--- config.mk ---
export PLATFORM = sky130hd
export DESIGN_NAME = irq_queue_ctrl
export DESIGN_NICKNAME = d
export VERILOG_FILES = /design/src/rtl/irq_q_pkg.sv /design/src/rtl/irq_fifo.sv /design/src/rtl/irq_pick.sv /design/src/rtl/irq_queue_ctrl.sv
export SDC_FILE = /design/constraint.sdc
export NUM_CORES = 1
export LEC_CHECK = 0
export BUFFER_PORTS_ARGS = -buffer_cell sky130_fd_sc_hd__buf_2
export CORE_ASPECT_RATIO = 1.75
export CORE_MARGIN = 3
export CORE_UTILIZATION = 55
export CTS_CLUSTER_SIZE = 30
export DETAILED_ROUTE_END_ITERATION = 10
export GPL_ROUTABILITY_DRIVEN = 1
export GPL_TIMING_DRIVEN = 0
export PLACE_DENSITY_LB_ADDON = 0.05
export SLEW_MARGIN = 10
export SYNTH_ARGS = -nofsm -noshare
export SYNTH_HDL_FRONTEND = slang
export SYNTH_HIERARCHICAL = 1
export SYNTH_SLANG_ARGS = --single-unit
--- constraint.sdc ---
create_clock -name clk_i -period 5.1 [get_ports clk_i]
set_clock_uncertainty 0.2 [all_clocks]
set_input_delay 1.02 -clock clk_i [delete_from_list [all_inputs] [get_ports clk_i]]
set_output_delay 1.02 -clock clk_i [all_outputs]
set_load 0.05 [all_outputs]
--- src/rtl/irq_q_pkg.sv ---
package irq_q_pkg;
  localparam int NGRP = 3;
  localparam int GW   = 2;
  typedef enum logic [GW-1:0] {
    GRP_COMM = 2'd0,
    GRP_IO   = 2'd1,
    GRP_TMR  = 2'd2
  } grp_e;
endpackage

--- src/rtl/irq_fifo.sv ---
module irq_fifo #(
  parameter int DEPTH = 4,
  parameter int W     = 8
) (
  input  logic         clk_i,
  input  logic         rst_ni,
  input  logic         push_i,
  input  logic [W-1:0] data_i,
  input  logic         pop_i,
  output logic [W-1:0] data_o,
  output logic         nempty_o,
  output logic         drop_o
);
  localparam int PW = (DEPTH > 1) ? $clog2(DEPTH) : 1;
  localparam int CW = $clog2(DEPTH + 1);

  logic [W-1:0]  mem [DEPTH];
  logic [PW-1:0] wr_ptr, rd_ptr;
  logic [CW-1:0] cnt;
  logic          full, accept, take;

  assign full     = (cnt == CW'(DEPTH));
  assign nempty_o = (cnt != '0);
  // a push into a full queue survives when the same cycle frees a slot
  assign accept   = push_i && (!full || pop_i);
  assign take     = pop_i && nempty_o;
  assign drop_o   = push_i && !accept;
  assign data_o   = mem[rd_ptr];

  function automatic logic [PW-1:0] nxt(input logic [PW-1:0] p);
    return (p == PW'(DEPTH - 1)) ? '0 : p + 1'b1;
  endfunction

  always_ff @(posedge clk_i) begin
    if (accept) mem[wr_ptr] <= data_i;
  end

  always_ff @(posedge clk_i or negedge rst_ni) begin
    if (!rst_ni) begin
      wr_ptr <= '0;
      rd_ptr <= '0;
      cnt    <= '0;
    end else begin
      if (accept) wr_ptr <= nxt(wr_ptr);
      if (take)   rd_ptr <= nxt(rd_ptr);
      case ({accept, take})
        2'b10:   cnt <= cnt + 1'b1;
        2'b01:   cnt <= cnt - 1'b1;
        default: cnt <= cnt;
      endcase
    end
  end
endmodule

--- src/rtl/irq_pick.sv ---
module irq_pick #(
  parameter int N  = 3,
  parameter int IW = 2
) (
  input  logic [N-1:0]  req_i,
  output logic [IW-1:0] idx_o,
  output logic          any_o
);
  // lowest index wins
  always_comb begin
    idx_o = '0;
    for (int i = N - 1; i >= 0; i--) begin
      if (req_i[i]) idx_o = IW'(i);
    end
  end
  assign any_o = |req_i;
endmodule

--- src/rtl/irq_queue_ctrl.sv ---
module irq_queue_ctrl
  import irq_q_pkg::*;
#(
  parameter int EVW        = 8,
  parameter int COMM_DEPTH = 4,
  parameter int IO_DEPTH   = 16,
  parameter int TMR_DEPTH  = 8
) (
  input  logic                      clk_i,
  input  logic                      rst_ni,
  input  logic [NGRP-1:0]           evt_i,
  input  logic [NGRP-1:0][EVW-1:0]  evt_num_i,
  input  logic                      irq_en_i,
  input  logic                      done_i,
  output logic                      disp_valid_o,
  output logic [EVW-1:0]            disp_num_o,
  output logic [GW-1:0]             disp_grp_o,
  output logic [NGRP-1:0]           ovf_o
);
  logic [EVW-1:0]  head [NGRP];
  logic [NGRP-1:0] q_nempty, q_drop;
  logic [GW-1:0]   pick_idx;
  logic            pick_any, launch, drained;
  logic [EVW-1:0]  head_sel;

  logic            active_q;
  logic [EVW-1:0]  num_q;
  grp_e            grp_q;
  logic [NGRP-1:0] ovf_q;

  for (genvar g = 0; g < NGRP; g++) begin : g_q
    localparam int D = (g == 0) ? COMM_DEPTH : ((g == 1) ? IO_DEPTH : TMR_DEPTH);
    irq_fifo #(.DEPTH(D), .W(EVW)) u_fifo (
      .clk_i    (clk_i),
      .rst_ni   (rst_ni),
      .push_i   (evt_i[g]),
      .data_i   (evt_num_i[g]),
      .pop_i    (launch && (pick_idx == GW'(g))),
      .data_o   (head[g]),
      .nempty_o (q_nempty[g]),
      .drop_o   (q_drop[g])
    );
  end

  irq_pick #(.N(NGRP), .IW(GW)) u_pick (
    .req_i (q_nempty),
    .idx_o (pick_idx),
    .any_o (pick_any)
  );

  always_comb begin
    head_sel = '0;
    for (int i = 0; i < NGRP; i++) begin
      if (pick_idx == GW'(i)) head_sel = head[i];
    end
  end

  assign launch  = irq_en_i && !active_q && pick_any;
  // return to main program: handler finishes with nothing left queued
  assign drained = active_q && done_i && !pick_any;

  always_ff @(posedge clk_i or negedge rst_ni) begin
    if (!rst_ni) begin
      active_q <= 1'b0;
      num_q    <= '0;
      grp_q    <= GRP_COMM;
      ovf_q    <= '0;
    end else begin
      if (launch) begin
        active_q <= 1'b1;
        num_q    <= head_sel;
        grp_q    <= grp_e'(pick_idx);
      end else if (active_q && done_i) begin
        active_q <= 1'b0;
      end
      ovf_q <= (drained ? '0 : ovf_q) | q_drop;
    end
  end

  assign disp_valid_o = active_q;
  assign disp_num_o   = num_q;
  assign disp_grp_o   = grp_q;
  assign ovf_o        = ovf_q;
endmodule

==> run_results.csv, run 1 <==
group,metric,value,unit
run_status,outcome,"complete, no violations",
synth,synthFlopType,"edfxtp_1",
place,gp_congestion,0.865,
final_layout,n_fill_cell,1507,
floorplan,ios,45,
route,drt-total-wl,22600,µm
global_routing,grt_pass1_wl,35200,µm
route,drtPass1Iterations,5,
sta,layout_setup_ws,0.597,ns
sta,drv_slew,0,
synth,synth_edf_count,224,
place,io_buffers,44,
setup_path,end_kind,"register",
final_layout,seqCellArea,0.00783,mm²
setup_path,critPathKind,"register to register",
floorplan,rows,69,
sta,setup_violations,0,
place,place_hpwl,16300,µm
cts,cts_buffers,23,
global_routing,grt_antenna_before_repair,0,
synth,yosysMostFrequentCell,"edfxtp_1",
cts,clock_path_buffers,3,
synth,synth_top_cell_area_share,58.4,%
floorplan,die_y,197,µm
setup_path,cp-start-kind,"register",
route,post_drt_wl_per_cell,22.9,µm
place,pre_cts_slack,0.596,ns
synth,async_reset_ff_share,16.4,%
cts,post_cts_buffers,0,
hold_path,hold_class,"register to register",
final_layout,fin_nets,777,
route,viasPerCell,5.88,
global_routing,grt_max_degree,45,
cts,cts_tree,"built",
sta,rsz0062_at_grt,"false",
global_routing,grt.total_usage,20.7,%
sta,fmax,0.222,GHz
setup_path,r2r_slack,0.60,ns
cts,postCtsHoldBufs,0,
power_and_ir_drop,leakage,4.53,nW
final_layout,final_cells,985,
sta,slew-limit-headroom,14.2,%
place,dp.cells,944,
synth,synth_area,0.0115,mm²
global_routing,grt_pass1_vias,6297,
power_and_ir_drop,ir_worst_vdd,0.377,mV
setup_path,arrival,4.68,ns
synth,syn_nets,706,
route,drtIter0Drc,314,
cts,cts_sinks,268,
floorplan,die_area,0.0228,mm²
power_and_ir_drop,p_per_area,531,mW/mm²
sta,worstMarginPinSlew,1.28,ns
setup_path,crit_path_start,"g_q[1].u_fifo/cnt[1]",
floorplan,start_util,56.3,%
setup_path,path_max_fanout,10,
synth,ys_seq_elements,268,
hold_path,hp-start,"ovf_o[0]",
global_routing,grt_overflow,0,
sta,min_period,4.50,ns
cts,ctsRootBufferMaster,"clkbuf_16",
flow_run,max_cap_violations,0,
sta,hold_viol_final,0,
synth,synth_area_leaders,"edfxtp_1, dfrtp_1, mux4_2, mux2_4, ha_1",
cts,insertion_delay,0.51,ns
synth,syn_inst,650,
final_layout,drive_above_1_share,28.1,%
synth,syn_avg_cell_area,17.7,µm²
route,ant_nets,0,
final_layout,diodes,0,
synth,seq_area_frac_synth,68.0,%
floorplan,core_area,0.0205,mm²
cts,path_clk_slew,0.07,ns
synth,synth.distinct_cells,60,
sta,period_share,88.3,%
setup_path,crit-reg2reg-launch,"g_q[1].u_fifo/cnt[1]",
final_layout,multi_input_area,0.00338,mm²
synth,synth_commonest_cells,"edfxtp_1, dfrtp_1, mux4_2",
floorplan,die_w,115,µm
synth,yosysTopAreaCell,"edfxtp_1",
setup_path,worstPathRequired,5.28,ns
cts,cts_max_level,1,
sta,setup_tns,0,ns
cts,ctsResizeCount,0,
synth,yosys_warnings,6,
route,vias,5789,
final_layout,syn2layout_area_growth,10.8,%
route,drc,0,
## flip-flops by register name, summed over array words and instances (netlist names)
register	count
disp_grp_o	2
disp_num_o	8
disp_valid_o	1
g_q.u_fifo/cnt	12
g_q.u_fifo/mem	224
g_q.u_fifo/rd_ptr	9
g_q.u_fifo/wr_ptr	9
ovf_o	3
## routing by layer
layer  GRT usage (%)  up-vias  routed length, µm
li1                -     2660                  -
met1            23.1     2941               7940
met2            37.9      135              12400
met3            3.16       53                981
met4            9.75        0               1210
met5               0        -                  0
## area by class of cell
class / instances / area share, %
multi-input cells: 322 / 26.5
flip-flops and latches: 268 / 61.4
inverters: 31 / 0.912
well taps: 248 / 2.43
repair buffers: 46 / 1.84
clock inverters: 9 / 0.363
plain buffers: 29 / 1.71
clock buffers: 32 / 4.85
## cells in the final DEF (no fill, tap or decap), types with 6 or more instances in the layout
| master | n |
|---|---|
| dfrtp_1 | 44 |
| o21ai_1 | 11 |
| mux2_2 | 11 |
| nor2_1 | 30 |
| o21ai_0 | 8 |
| mux2_4 | 23 |
| or2_0 | 7 |
| clkbuf_1 | 11 |
| a21oi_1 | 21 |
| buf_2 | 54 |
| o221ai_2 | 8 |
| xnor2_1 | 6 |
| mux2i_1 | 10 |
| inv_1 | 30 |
| a221o_1 | 8 |
| clkinv_2 | 6 |
| nand2_1 | 21 |
| mux4_2 | 40 |
| mux4_1 | 8 |
| nor3_2 | 6 |
| buf_6 | 6 |
| nor2b_1 | 11 |
| clkbuf_16 | 23 |
| nand2b_1 | 6 |
| edfxtp_1 | 224 |
| ha_1 | 22 |
## cell families after synthesis
kind of cell / after synthesis / synth area share [%]
flops: 268 / 68.0
simple gates: 122 / 6.00
mux: 95 / 14.9
compound gates: 69 / 4.45
buf+inv: 60 / 2.90
fa+ha+maj: 25 / 2.91
xor+xnor: 11 / 0.837
## final timing paths
check / end / cells past startpoint
min reg2reg: ovf_o[0] / 1
min in group asynchronous: g_q[0].u_fifo/wr_ptr[0] / 1
max reg2reg: g_q[2].u_fifo/cnt[3] / 13
max in group asynchronous: g_q[1].u_fifo/wr_ptr[2] / 1
min: ovf_o[0] / 1
max: g_q[2].u_fifo/cnt[3] / 13
## metrics by stage
step	cell area (µm²)	hold WS [ns]	util (%)	power [W]
2_1_floorplan	11500	0.265	-	0.00461
3_3_place_gp	12000	0.261	58.8	0.00517
3_5_place_dp	12100	0.264	59.0	0.00527
4_1_cts	12700	0.291	62.3	0.00686
5_1_grt	12800	0.305	62.3	0.00714
6_report	12800	0.291	62.3	0.00677
## worst max-delay path, cell delays in order (launching register included)
cell and delay, ns:
dfrtp_1 0.43, nor4_2 0.39, nand2_1 0.15, or3_1 0.44
and3b_1 0.19, buf_2 0.18, and2_1 0.16, nand2b_1 0.22
o21ai_4 0.36, ha_1 0.39, ha_1 0.34, or4b_2 0.68
o311ai_0 0.13, o211ai_1 0.12
## report_power, final
part	internal, W	total (W)	switching, W
Sequential	0.00277	0.00298	0.000206
Combinational	0.000964	0.00222	0.00126
Clock	0.000850	0.00157	0.000724
Note: power is estimated with default switching activity, not from simulation.
==> run 2, diff against run 1 <==
--- a/config.mk
+++ b/config.mk
@@ -11,7 +11,6 @@
 export CORE_UTILIZATION = 55
 export CTS_CLUSTER_SIZE = 30
 export DETAILED_ROUTE_END_ITERATION = 10
-export GPL_ROUTABILITY_DRIVEN = 1
 export GPL_TIMING_DRIVEN = 0
 export PLACE_DENSITY_LB_ADDON = 0.05
 export SLEW_MARGIN = 10
==> constraint.sdc (replaced) <==
create_clock -name clk_i -period 4.39 [get_ports clk_i]
set_clock_uncertainty 0.2 [all_clocks]
set_input_delay 0.878 -clock clk_i [delete_from_list [all_inputs] [get_ports clk_i]]
set_output_delay 0.878 -clock clk_i [all_outputs]
set_load 0.05 [all_outputs]
==> run_results.csv, run 2 (same netlist as run 1, synthesis figures left out) <==
group,metric,value,unit
hold_path,hp-start,"ovf_o[2]",
floorplan,core_area,0.0205,mm²
sta,hold_viol_final,0,
cts,clock_path_buffers,3,
final_layout,n_fill_cell,1503,
sta,fmax,0.238,GHz
final_layout,largest_register_ffs,224,
route,vias,5823,
sta,min_period,4.21,ns
sta,worstMarginPinSlew,1.26,ns
flow_run,max_cap_violations,0,
hold_path,hold_end,"ovf_o[2]",
final_layout,top_register,"g_q.u_fifo/mem",
route,drc,0,
setup_path,crit_path_frequent_cell,"nand3b_1",
final_layout,finalCoreUtilization,62.8,%
global_routing,grt_pass1_vias,6302,
floorplan,die_y,197,µm
sta,setup_tns,0,ns
setup_path,arrival,4.40,ns
route,drtIter0Drc,370,
hold_path,hold_class,"register to register",
global_routing,grt_max_degree,45,
final_layout,mostFrequentLayoutCells,"edfxtp_1, buf_2, dfrtp_1, mux4_2",
final_layout,fin_nets,785,
global_routing,grt_overflow,0,
setup_path,worstPathRequired,4.58,ns
global_routing,grt_antenna_before_repair,0,
global_routing,grt.total_usage,20.7,%
cts,postCtsHoldBufs,0,
place,place_hpwl,16300,µm
place,postPlaceCellArea,0.0121,mm²
setup_path,cp_slowest_cell,"or4_4",
setup_path,cpPeakStageDelay,0.56,ns
setup_path,worstPathCellList,"or4_4 -> or3_4 -> nand3b_1 -> buf_6 -> nor3b_1 -> nand3b_1 -> and2_1 -> buf_2 -> inv_2 -> ha_2 -> inv_1 -> fa_1 -> nor2b_1 -> o21ai_0 -> nand3_1 -> or3b_1 -> xnor2_1",
final_layout,drive_above_1_share,30.1,%
sta,layout_setup_ws,0.181,ns
route,viasPerCell,5.86,
sta,period_share,95.9,%
cts,cts_tree,"built",
cts,ctsRootBufferMaster,"clkbuf_16",
setup_path,ff2ff_path_depth,17,
cts,cts_buffers,23,
final_layout,diodes,0,
place,gp_congestion,0.865,
floorplan,die_w,115,µm
sta,slew-limit-headroom,15.6,%
floorplan,start_util,56.3,%
sta,hold_slack,0.290,ns
setup_path,r2r_slack,0.18,ns
floorplan,rows,69,
final_layout,layout_commonest_cell,"edfxtp_1",
power_and_ir_drop,leakage,4.57,nW
route,drt-total-wl,22700,µm
floorplan,ios,45,
route,post_drt_wl_per_cell,22.9,µm
setup_path,end_kind,"register",
power_and_ir_drop,ir_worst_vdd,0.438,mV
place,pre_cts_slack,-0.114,ns
cts,insertion_delay,0.51,ns
setup_path,critPathKind,"register to register",
setup_path,rr_endpoint,"g_q[1].u_fifo/cnt[4]",
sta,drv_slew,0,
run_status,outcome,"complete, no violations",
final_layout,syn2layout_area_growth,11.6,%
floorplan,die_area,0.0228,mm²
power_and_ir_drop,p_per_area,616,mW/mm²
setup_path,crit-reg2reg-launch,"g_q[2].u_fifo/cnt[1]",
sta,setup_violations,0,
setup_path,path_max_fanout,9,
cts,path_clk_slew,0.07,ns
setup_path,cp-start-kind,"register",
final_layout,post-route-cell-area,0.0128,mm²
hold_path,min_delay_path_depth,1,
final_layout,largestRegisters,"g_q.u_fifo/mem x224, g_q.u_fifo/cnt x12",
route,drtPass1Iterations,4,
global_routing,grt_pass1_wl,35200,µm
cts,cts_max_level,1,
cts,cts_sinks,268,
place,io_buffers,44,
route,ant_nets,0,
## run 2: where the power goes
part / internal, W / switching (W) / leakage [nW]
Clock: 0.000987 / 0.000843 / 0.331
Sequential: 0.00322 / 0.000243 / 2.56
Combinational: 0.00115 / 0.00148 / 1.68
## run 2: stage by stage
stage	cells	total power, W
finish	993	0.00792
global route	993	0.00834
CTS	986	0.00798
detailed placement	944	0.00612
global placement	942	0.00601
floorplan	650	0.00535
## run 2: critical path: cells and delay by family (launching register included)
family / cells / cell delay (ns)
DFF: 1 / 0.42
AOI/OAI and AO/OA: 1 / 0.10
adders and majority gates: 2 / 0.62
and+or+nand+nor: 9 / 2.11
buffers and inverters: 4 / 0.51
xor gates and xnor gates: 1 / 0.14
## run 2: area by class of cell
class	count	area (µm²)	share of cell area, %
sequential	268	7830	61.0
buffer	29	219	1.70
clock inverter	9	46.3	0.360
clock buffer	32	619	4.82
inverter	31	116	0.906
timing repair buffer	54	295	2.30
tap	248	310	2.42
multi-input combinational	322	3410	26.5
## run 2: worst max path at each step
stage	endpoint	start
floorplan	g_q[2].u_fifo/cnt[3]	g_q[2].u_fifo/cnt[0]
global placement	g_q[1].u_fifo/cnt[4]	g_q[1].u_fifo/cnt[1]
detailed placement	g_q[2].u_fifo/cnt[3]	g_q[1].u_fifo/cnt[1]
CTS	g_q[1].u_fifo/cnt[4]	g_q[2].u_fifo/cnt[0]
global route	g_q[1].u_fifo/cnt[4]	g_q[1].u_fifo/cnt[2]
finish	g_q[1].u_fifo/cnt[4]	g_q[2].u_fifo/cnt[1]
## run 2: timing repair
item	in CTS	in global routing
gates resized for setup	3	9
pin swaps	1	2
setup endpoints to repair	2	2
setup buffers	1	7
## run 2: layer usage
layer / global-route usage [%] / share of wire, % / up-vias / wire [µm]
met5: 0 / 0 / - / 0
met3: 3.16 / 4.3 / 53 / 984
met2: 37.9 / 56 / 135 / 12600
met4: 9.75 / 5.3 / 0 / 1210
met1: 23.1 / 35 / 2957 / 7900
li1: - / - / 2678 / -
